==> src/rtl/rom_port_pkg.sv <==
package rom_port_pkg;

    localparam int WADDR_W = 20;

    localparam logic [7:0] MFR_CODE = 8'h20;
    localparam logic [7:0] DEV_CODE = 8'hB1;

    typedef enum logic [1:0] {
        TMR_ADDR = 2'd0,
        TMR_CHIP = 2'd1,
        TMR_GATE = 2'd2,
        TMR_WIDE = 2'd3
    } timer_e;

    localparam int NUM_TMR = 4;

    typedef struct packed {
        logic               id;
        logic               lsb;
        logic [WADDR_W-1:0] addr;
    } sel_key_t;

    function automatic logic [7:0] id_code(input logic a0);
        return a0 ? DEV_CODE : MFR_CODE;
    endfunction

    function automatic int max2(input int a, input int b);
        return (a > b) ? a : b;
    endfunction

endpackage

==> src/rtl/rom_delay_ctr.sv <==
module rom_delay_ctr #(
    parameter int LIMIT = 100,
    parameter int CNT_W = 7
) (
    input  logic clk,
    input  logic rst,
    input  logic hold_zero,
    input  logic kick,
    output logic done
);
    localparam logic [CNT_W-1:0] LIM = CNT_W'(LIMIT);

    logic [CNT_W-1:0] cnt;

    always_ff @(posedge clk) begin
        if (rst || hold_zero) begin
            cnt <= '0;
        end else if (kick) begin
            cnt <= CNT_W'(1);
        end else if (cnt < LIM) begin
            cnt <= cnt + CNT_W'(1);
        end
    end

    assign done = (cnt >= LIM);
endmodule

==> src/rtl/rom_array.sv <==
module rom_array #(
    parameter int MEM_WORDS = 256,
    parameter int MEM_AW    = 8
) (
    input  logic              clk,
    input  logic              we,
    input  logic [MEM_AW-1:0] waddr,
    input  logic [15:0]       wdata,
    input  logic [MEM_AW-1:0] raddr,
    output logic [15:0]       rdata
);
    logic [15:0] store [MEM_WORDS];

    always_ff @(posedge clk) begin
        if (we) store[waddr] <= wdata;
    end

    assign rdata = store[raddr];
endmodule

==> src/rtl/rom_lane_mux.sv <==
module rom_lane_mux
    import rom_port_pkg::*;
(
    input  logic        clk,
    input  logic        rst,
    input  logic [15:0] rdata,
    input  logic        id,
    input  logic        a0,
    input  logic        lsb,
    input  logic        lo_ok,
    input  logic        hi_ok,
    output logic [15:0] q
);
    logic [15:0] fresh;
    logic [7:0]  lo_new, hi_new;
    logic [7:0]  lo_hold, hi_hold;

    always_comb begin
        fresh  = id ? {8'h00, id_code(a0)} : rdata;
        lo_new = lsb ? fresh[15:8] : fresh[7:0];
        hi_new = fresh[15:8];
        q      = {hi_ok ? hi_new : hi_hold, lo_ok ? lo_new : lo_hold};
    end

    always_ff @(posedge clk) begin
        if (rst) begin
            lo_hold <= '0;
            hi_hold <= '0;
        end else begin
            lo_hold <= q[7:0];
            hi_hold <= q[15:8];
        end
    end

    assert_lo_hold_R9: assert property (@(posedge clk) disable iff (rst)
        !lo_ok |-> $stable(q[7:0]));
    assert_hi_hold_R9: assert property (@(posedge clk) disable iff (rst)
        !hi_ok |-> $stable(q[15:8]));
endmodule

==> src/rtl/byteword_rom_port.sv <==
module byteword_rom_port
    import rom_port_pkg::*;
#(
    parameter int MEM_WORDS = 256,
    parameter int ACC_CYC   = 100,
    parameter int OE_CYC    = 50,
    parameter int BYTE_CYC  = 100,
    parameter int FLOAT_CYC = 3,
    localparam int MEM_AW   = $clog2(MEM_WORDS),
    localparam int CNT_MAX  = max2(max2(ACC_CYC, OE_CYC), BYTE_CYC),
    localparam int CNT_W    = $clog2(CNT_MAX + 1),
    localparam int FLT_W    = $clog2(FLOAT_CYC + 1)
) (
    input  logic               clk,
    input  logic               rst,
    input  logic               ld_we,
    input  logic [MEM_AW-1:0]  ld_addr,
    input  logic [15:0]        ld_data,
    input  logic [WADDR_W-1:0] addr,
    input  logic               lsb_in,
    input  logic               word_sel,
    input  logic               ce_n,
    input  logic               oe_n,
    input  logic               id_mode,
    output logic [15:0]        q_out,
    output logic [15:0]        q_drv,
    output logic               lo_valid,
    output logic               hi_valid
);
    sel_key_t           key_d, key_q;
    logic               key_chg;
    logic               word_q;
    logic [FLT_W-1:0]   flt;
    logic [NUM_TMR-1:0] hz, kk, done_v;
    logic [15:0]        rdata;

    // Effective selection: identifier mode keeps only address bit 0
    always_comb begin
        key_d    = '0;
        key_d.id = id_mode;
        if (id_mode) begin
            key_d.addr[0] = addr[0];
        end else begin
            key_d.lsb  = word_sel ? 1'b0 : lsb_in;
            key_d.addr = addr;
        end
        key_chg = (key_d != key_q);
    end

    always_ff @(posedge clk) begin
        if (rst) begin
            key_q  <= '0;
            word_q <= 1'b0;
            flt    <= '0;
        end else begin
            key_q  <= key_d;
            word_q <= word_sel;
            if (!ce_n && !oe_n)  flt <= FLT_W'(FLOAT_CYC);
            else if (flt != '0)  flt <= flt - FLT_W'(1);
        end
    end

    always_comb begin
        hz           = '0;
        kk           = '0;
        kk[TMR_ADDR] = key_chg;
        hz[TMR_CHIP] = ce_n;
        hz[TMR_GATE] = oe_n;
        hz[TMR_WIDE] = !word_sel;
    end

    for (genvar g = 0; g < NUM_TMR; g++) begin : g_tmr
        rom_delay_ctr #(
            .LIMIT((g == int'(TMR_GATE)) ? OE_CYC :
                   (g == int'(TMR_WIDE)) ? BYTE_CYC : ACC_CYC),
            .CNT_W(CNT_W)
        ) u_tmr (
            .clk      (clk),
            .rst      (rst),
            .hold_zero(hz[g]),
            .kick     (kk[g]),
            .done     (done_v[g])
        );
    end

    assign lo_valid = done_v[TMR_ADDR] & done_v[TMR_CHIP] & done_v[TMR_GATE];
    assign hi_valid = lo_valid & done_v[TMR_WIDE];
    assign q_drv    = (flt != '0) ? {(word_q ? 8'hFF : 8'h00), 8'hFF} : 16'h0000;

    rom_array #(.MEM_WORDS(MEM_WORDS), .MEM_AW(MEM_AW)) u_array (
        .clk  (clk),
        .we   (ld_we),
        .waddr(ld_addr),
        .wdata(ld_data),
        .raddr(key_q.addr[MEM_AW-1:0]),
        .rdata(rdata)
    );

    rom_lane_mux u_mux (
        .clk  (clk),
        .rst  (rst),
        .rdata(rdata),
        .id   (key_q.id),
        .a0   (key_q.addr[0]),
        .lsb  (key_q.lsb),
        .lo_ok(lo_valid),
        .hi_ok(hi_valid),
        .q    (q_out)
    );

    assert_drive_on_select_R3: assert property (@(posedge clk) disable iff (rst)
        (!ce_n && !oe_n) |=> (q_drv[7:0] == 8'hFF));
    assert_valid_implies_drive_R1: assert property (@(posedge clk) disable iff (rst)
        (lo_valid || hi_valid) |-> (q_drv[7:0] == 8'hFF));
    assert_deselect_invalid_R8: assert property (@(posedge clk) disable iff (rst)
        (ce_n || oe_n) |=> (!lo_valid && !hi_valid));
    assert_narrow_upper_off_R2: assert property (@(posedge clk) disable iff (rst)
        !word_sel |=> (q_drv[15:8] == 8'h00 && !hi_valid));
    assert_gate_sampled_R6: assert property (@(posedge clk) disable iff (rst)
        lo_valid |-> $past(!oe_n && !ce_n));
    assert_id_code_R10: assert property (@(posedge clk) disable iff (rst)
        (lo_valid && $past(id_mode)) |-> (q_out[7:0] == id_code($past(addr[0]))));
endmodule

==> config.mk <==
export PLATFORM = sky130hd
export DESIGN_NAME = byteword_rom_port
export DESIGN_NICKNAME = d
export VERILOG_FILES = /design/src/rtl/rom_port_pkg.sv /design/src/rtl/rom_delay_ctr.sv /design/src/rtl/rom_array.sv /design/src/rtl/rom_lane_mux.sv /design/src/rtl/byteword_rom_port.sv
export SDC_FILE = /design/constraint.sdc
export NUM_CORES = 2
export LEC_CHECK = 0
export BUFFER_PORTS_ARGS = -buffer_cell sky130_fd_sc_hd__buf_2
export CELL_PAD_IN_SITES_DETAIL_PLACEMENT = 0
export CELL_PAD_IN_SITES_GLOBAL_PLACEMENT = 2
export CORE_ASPECT_RATIO = 1.2
export CORE_MARGIN = 4
export CORE_UTILIZATION = 27
export CTS_BUF_LIST = sky130_fd_sc_hd__clkbuf_8
export DETAILED_ROUTE_END_ITERATION = 7
export PLACE_DENSITY = 0.49
export RECOVER_POWER = 100
export SLEW_MARGIN = 20
export SYNTH_ARGS = -nofsm -noshare
export SYNTH_HDL_FRONTEND = slang
export SYNTH_HIERARCHICAL = 1
export SYNTH_SLANG_ARGS = --single-unit
==> constraint.sdc <==
create_clock -name clk -period 8.7 [get_ports clk]
set_clock_uncertainty 0.1 [all_clocks]
set_input_delay 0 -clock clk [delete_from_list [all_inputs] [get_ports clk]]
set_output_delay 0 -clock clk [all_outputs]
set_load 0.03 [all_outputs]
# Word level (Yosys, flattened, before mapping)
# Memories as Yosys holds them, arrays and structs flattened. A register that Yosys moved wholly into a read port is not among the register bits.
# Index checks and enable logic that the tools add are counted.
# word_totals
regBits	69
ramBits	4096
input_bits	52
output_inout_bits	34
elab_cells	57
n_memories	1
# classes
addsub	5
magnitude_cmp	8
n_eq_ne	1
muxes	16
bitwise_logic	3
n_reduce_logical	11
# memory_table
memory	words	word_bits	read_ports	rd_ports_with_merged_regs	wr	line	rtl
u_array.store	256	16	1	1	1	rom_array.sv:12	logic [15:0] store [MEM_WORDS];
# op_table
cell	n
8-bit 2-to-1 mux	6
16-bit 2-to-1 mux	2
7-bit by 1-bit adder with 7-bit output (second input constant)	4
22-bit inequality test	1
7-bit >= comparator (second input constant)	3
7-bit < comparator (second input constant)	3
20-bit 2-to-1 mux	1
7-bit by 6-bit >= comparator with 1-bit output (second input constant)	1
7-bit by 6-bit < comparator with 1-bit output (second input constant)	1
2-bit nonzero test	3
1-bit 2-to-1 mux	5
2-bit 2-to-1 mux	2
1-bit AND	3
1-bit logical NOT	3
1-bit logical OR	3
2-bit OR reduction	1
2-bit by 1-bit subtractor with 2-bit output (second input constant)	1
1-bit logical AND	1

# Logic depth before layout (Yosys ltp)
# depth
word_depth	5
mapped_depth	15

# Hierarchy
# The synthesis kept the hierarchy.
# by_module_without_submodules
module	n_inst	cells_per_inst	area_per_inst_um2	seq_area_each_um2
rom_array	1	7344	158394.4	122998.0
byteword_rom_port	1	153	1306.3	500.5
rom_delay_ctr (g_tmr[0].u_tmr ...)	3	41	367.9	140.1
rom_lane_mux	1	88	830.8	320.3
rom_delay_ctr (g_tmr[2].u_tmr)	1	39	361.6	140.1

# Least setup slack after synthesis
# No wires, ideal clock.
# synth_timing
kind	reg2reg
startpoint	reg key_q[0] (netlist name)
endpoint	reg u_mux.hi_hold[5]
setup_ns	0.118
arrival_ns	3.114
required_time_ns	8.482
path_slack_ns	5.369
stages_incl_launch_ff	12
synth_period_minus_slack_ns	3.331
cell_sequence	dfxtp_1 buf_6 buf_6 buf_2 mux4_2 mux4_2 a22o_1 o32ai_1 nor4_1 nand3b_1 o21ai_0 nor2b_1
# synth_lines
item	line	rtl
end signal, assigned	rom_lane_mux.sv:31	hi_hold <= q[15:8];
end, declared	rom_lane_mux.sv:16	logic [7:0] lo_hold, hi_hold;

==> impl_metrics.yaml <==
outcome:
  status: "finished, violations left"
  violations: "capacitance limit, slew limit"
synthesis:
  synth_compound_area_frac: 0.0391
  synth_top_family_by_area: "multiplexers"
  ys.warnings.count: 6
  synth-xor-area-share: 0.000649
  synthSimpleGateAreaFrac: 0.0210
  synth_edf_count: 4096
  dominantRegCellSynth: "edfxtp_1"
  ys_seq_area_frac: 0.768
  synth_area_um2: 162000
  synth.distinct_cells: 81
  synthAdderAreaFrac: 0.000695
  synthArstFlopShare: 0
  syn_avg_cell_area_um2: 20.9
  synth.area.mux_share: 0.152
  syn_inst: 7747
  synth-seq-cells: 4165
power:
  p_switching_uw: 9530
  pwr-share-seq: 0.548
  swShare: 0.236
  vdd_ir_drop_max_uv: 170
  powerDensity_nw_per_um2: 217
  power.leakage_uw: 0.0561
  comb_power_share: 0.051
  pwr-share-clk: 0.401
  power.internal_uw: 30900
placement:
  gp_congestion: 0.790
  pre_cts_ws_ns: 2.94
  dp_cells: 15700
  hpwl_mm: 299
  portBuffers: 85
clock_tree:
  cts_buffers: 708
  cts_resized: 0
  cts_root_buffer: "clkbuf_8"
  cts.sinks: 4165
  clockBufferDepth: 4
  clk_pin_slew_ns: 0.06
  clock_latency_ns: 1.25
  cts_tree: "built"
  h-tree-depth: 6
final_layout:
  final_util: 0.312
  drive_gt1_frac: 0.225
  synthToLayoutAreaGrowth_pct: 15.1
  fin_cells: 17200
  finalNetCount: 8691
  fillers: 58100
floorplanning:
  core_area_um2: 598000
  die_x_um: 715
  die-area_um2: 612000
  io_pins: 86
  die_h_um: 857
  start_util: 0.271
  rows: 311
global_routing:
  overflow: 0
  grt_pass1_wl_mm: 713
  grt_usage: 0.165
  antenna_found_initial: 46
  grt_pass1_vias: 85900
  grt_max_degree: 182
critical_path:
  ff2ff_setup_slack_ns: 2.28
  r2r-end: "u_mux/lo_hold[7]"
  critPathKind: "reg -> out"
  crit_path_end_kind: "primary output"
  r2r_cells: 12
  cp.arrival_ns: 7.42
  crit_path_max_fanout: 51
  cp.required_ns: 8.60
  r2r-start: "key_q[1]"
  startpoint_type: "flop"
sta:
  max_freq_ghz: 0.133
  worst_slack_ns: 1.18
  final-max-slew-violation-count: 6344
  period_needed_ns: 7.52
  worstMarginPinSlew_ns: 7.27
  relSlewSlack: -3.85
  rsz0062_at_grt: "false"
  hold_violations: 0
  period_share: 0.865
  setup_viol: 0
  finalSetupTns_ns: 0
detailed_routing:
  drtAntennaViolNets: 0
  drt_iter0_markers: 7407
  via_count: 82600
  dr.pass1.iters: 6
  wl_per_cell_um: 30.2
  via_per_inst: 4.81
  drc: 0
  drt_wl_total_mm: 519
min_path:
  holdPathEnd: "u_array/store[212][0]"
  min_from: "ld_addr[6]"
  min_path_type: "in -> reg"
  hold_depth: 5
job:
  drv_cap: 192
-- worst max-delay path: stages (launching register included) --
cell and delay (ns):
dfxtp_4 0.87, clkbuf_2 1.29, mux4_2 0.44, mux2_2 0.30, a221oi_1 0.75, o31ai_1 0.42
clkbuf_1 0.27, o32ai_1 0.18, clkbuf_1 0.44, nor4_1 0.14, mux2i_1 0.55, o221ai_2 0.20
buf_2 0.23
-- per-stage QoR --
step	instance area, um^2	hold WS (ns)	power (uW)
3_5_place_dp	174000	0.115	24600
6_report	186000	0.177	40500
4_1_cts	188000	0.00542	41100
2_1_floorplan	162000	-0.0357	23600
3_3_place_gp	174000	0.113	24600
5_1_grt	186000	0.0521	42100
-- cell usage after synthesis, drive strengths merged, types with 69 or more instances --
master	n	area [um^2]
a21oi	198	991
o221ai	256	2270
mux2i	572	5730
clkbuf	237	900
o22ai	156	988
mux2	89	1000
edfxtp	4096	123000
mux4	797	17900
nor2	324	1220
buf	240	1940
dfxtp	69	1380
nor3	103	515
-- per-layer routing --
metal  routed length (um)  track usage  vias up  part of all wire
met1               225000        0.222    45100              0.43
met4                13200       0.0410        6             0.026
li1                     -            -    34500                 -
met2               258000        0.281     2284              0.50
met5                   34            0        -          0.000065
met3                23800       0.0226      701             0.046
-- placed cells by master, fill, tap and decap left out, types with 13 or more instances in the layout --
cell and instances:
a211oi_1 18, a21oi_1 196, a221oi_1 29, a22o_1 32
a22oi_1 43, a31oi_1 14, and2_1 15, and3_1 13
buf_12 25, buf_2 40, buf_4 87, bufinv_16 13
clkbuf_1 343, clkbuf_8 722, clkinv_1 174, clkinv_2 68
clkinvlp_4 20, dfxtp_1 64, diode_2 25, dlygate4sd3_1 134
edfxtp_1 4096, inv_1 264, inv_8 15, mux2_2 89
mux2i_1 572, mux4_2 797, nand2_1 62, nand3_1 42
nand4_1 27, nor2_1 219, nor2_2 104, nor2b_1 29
nor3_1 100, nor4_1 17, o21ai_0 56, o221ai_1 252
o22ai_1 154, o31ai_1 14, o32ai_1 21, or3_1 13
-- logic make-up (layout without fill, tap and decap cells) --
family	count (synthesis)	in the layout
other	1	37
XOR/XNOR	12	12
AND/OR/NAND/NOR	710	710
multiplexers	1458	1458
buffers and inverters	512	1936
flip-flops	4165	4165
AO/OA/AOI/OAI	880	880
adder cells (fa/ha/maj)	9	9
-- state kept, by name, summed over array words and instances, names as in the netlist --
register and count:
u_array/store 4096, key_q 22, flt 2, u_mux/lo_hold 8, u_mux/hi_hold 8, g_tmr.u_tmr/cnt 28, word_q 1
-- timing repair --
item	4_1_cts	5_1_grt
endpoints found under the hold margin	7392	0
hold buffers	151	0
buffers inserted	0	0
setup endpoints to repair	0	0
-- final cells by class --
type | count | area (um^2) | area share
diodes | 25 | 62.6 | 0.000336
clock inverters | 540 | 2800 | 0.0150
inverters | 35 | 144 | 0.000772
repair buffers | 639 | 4050 | 0.0217
well taps | 7981 | 9990 | 0.0536
flip-flops and latches | 4165 | 124000 | 0.667
multi-input cells | 3081 | 35000 | 0.188
clock buffers | 722 | 9940 | 0.0533
-- worst max-delay path by stage --
stage,from,to,slack (ns)
after global placement,key_q[1],q_out[2],2.90
after floorplan,key_q[0],u_mux/hi_hold[5],5.37
after global routing,key_q[1],q_out[6],0.72
after CTS,key_q[1],q_out[2],1.43
after detailed placement,key_q[1],q_out[2],2.94
final,key_q[1],q_out[7],1.18
-- power by group through the flow --
stage               Sequential (uW)  Combinational [uW]  Clock, uW
global placement              22500                2040          0
global route                  22200                2180      17800
detailed placement            22500                2070          0
finish                        22200                2050      16200
CTS                           22100                2160      16900
floorplan                     22500                1100          0
(Power assumes the default switching activity.)
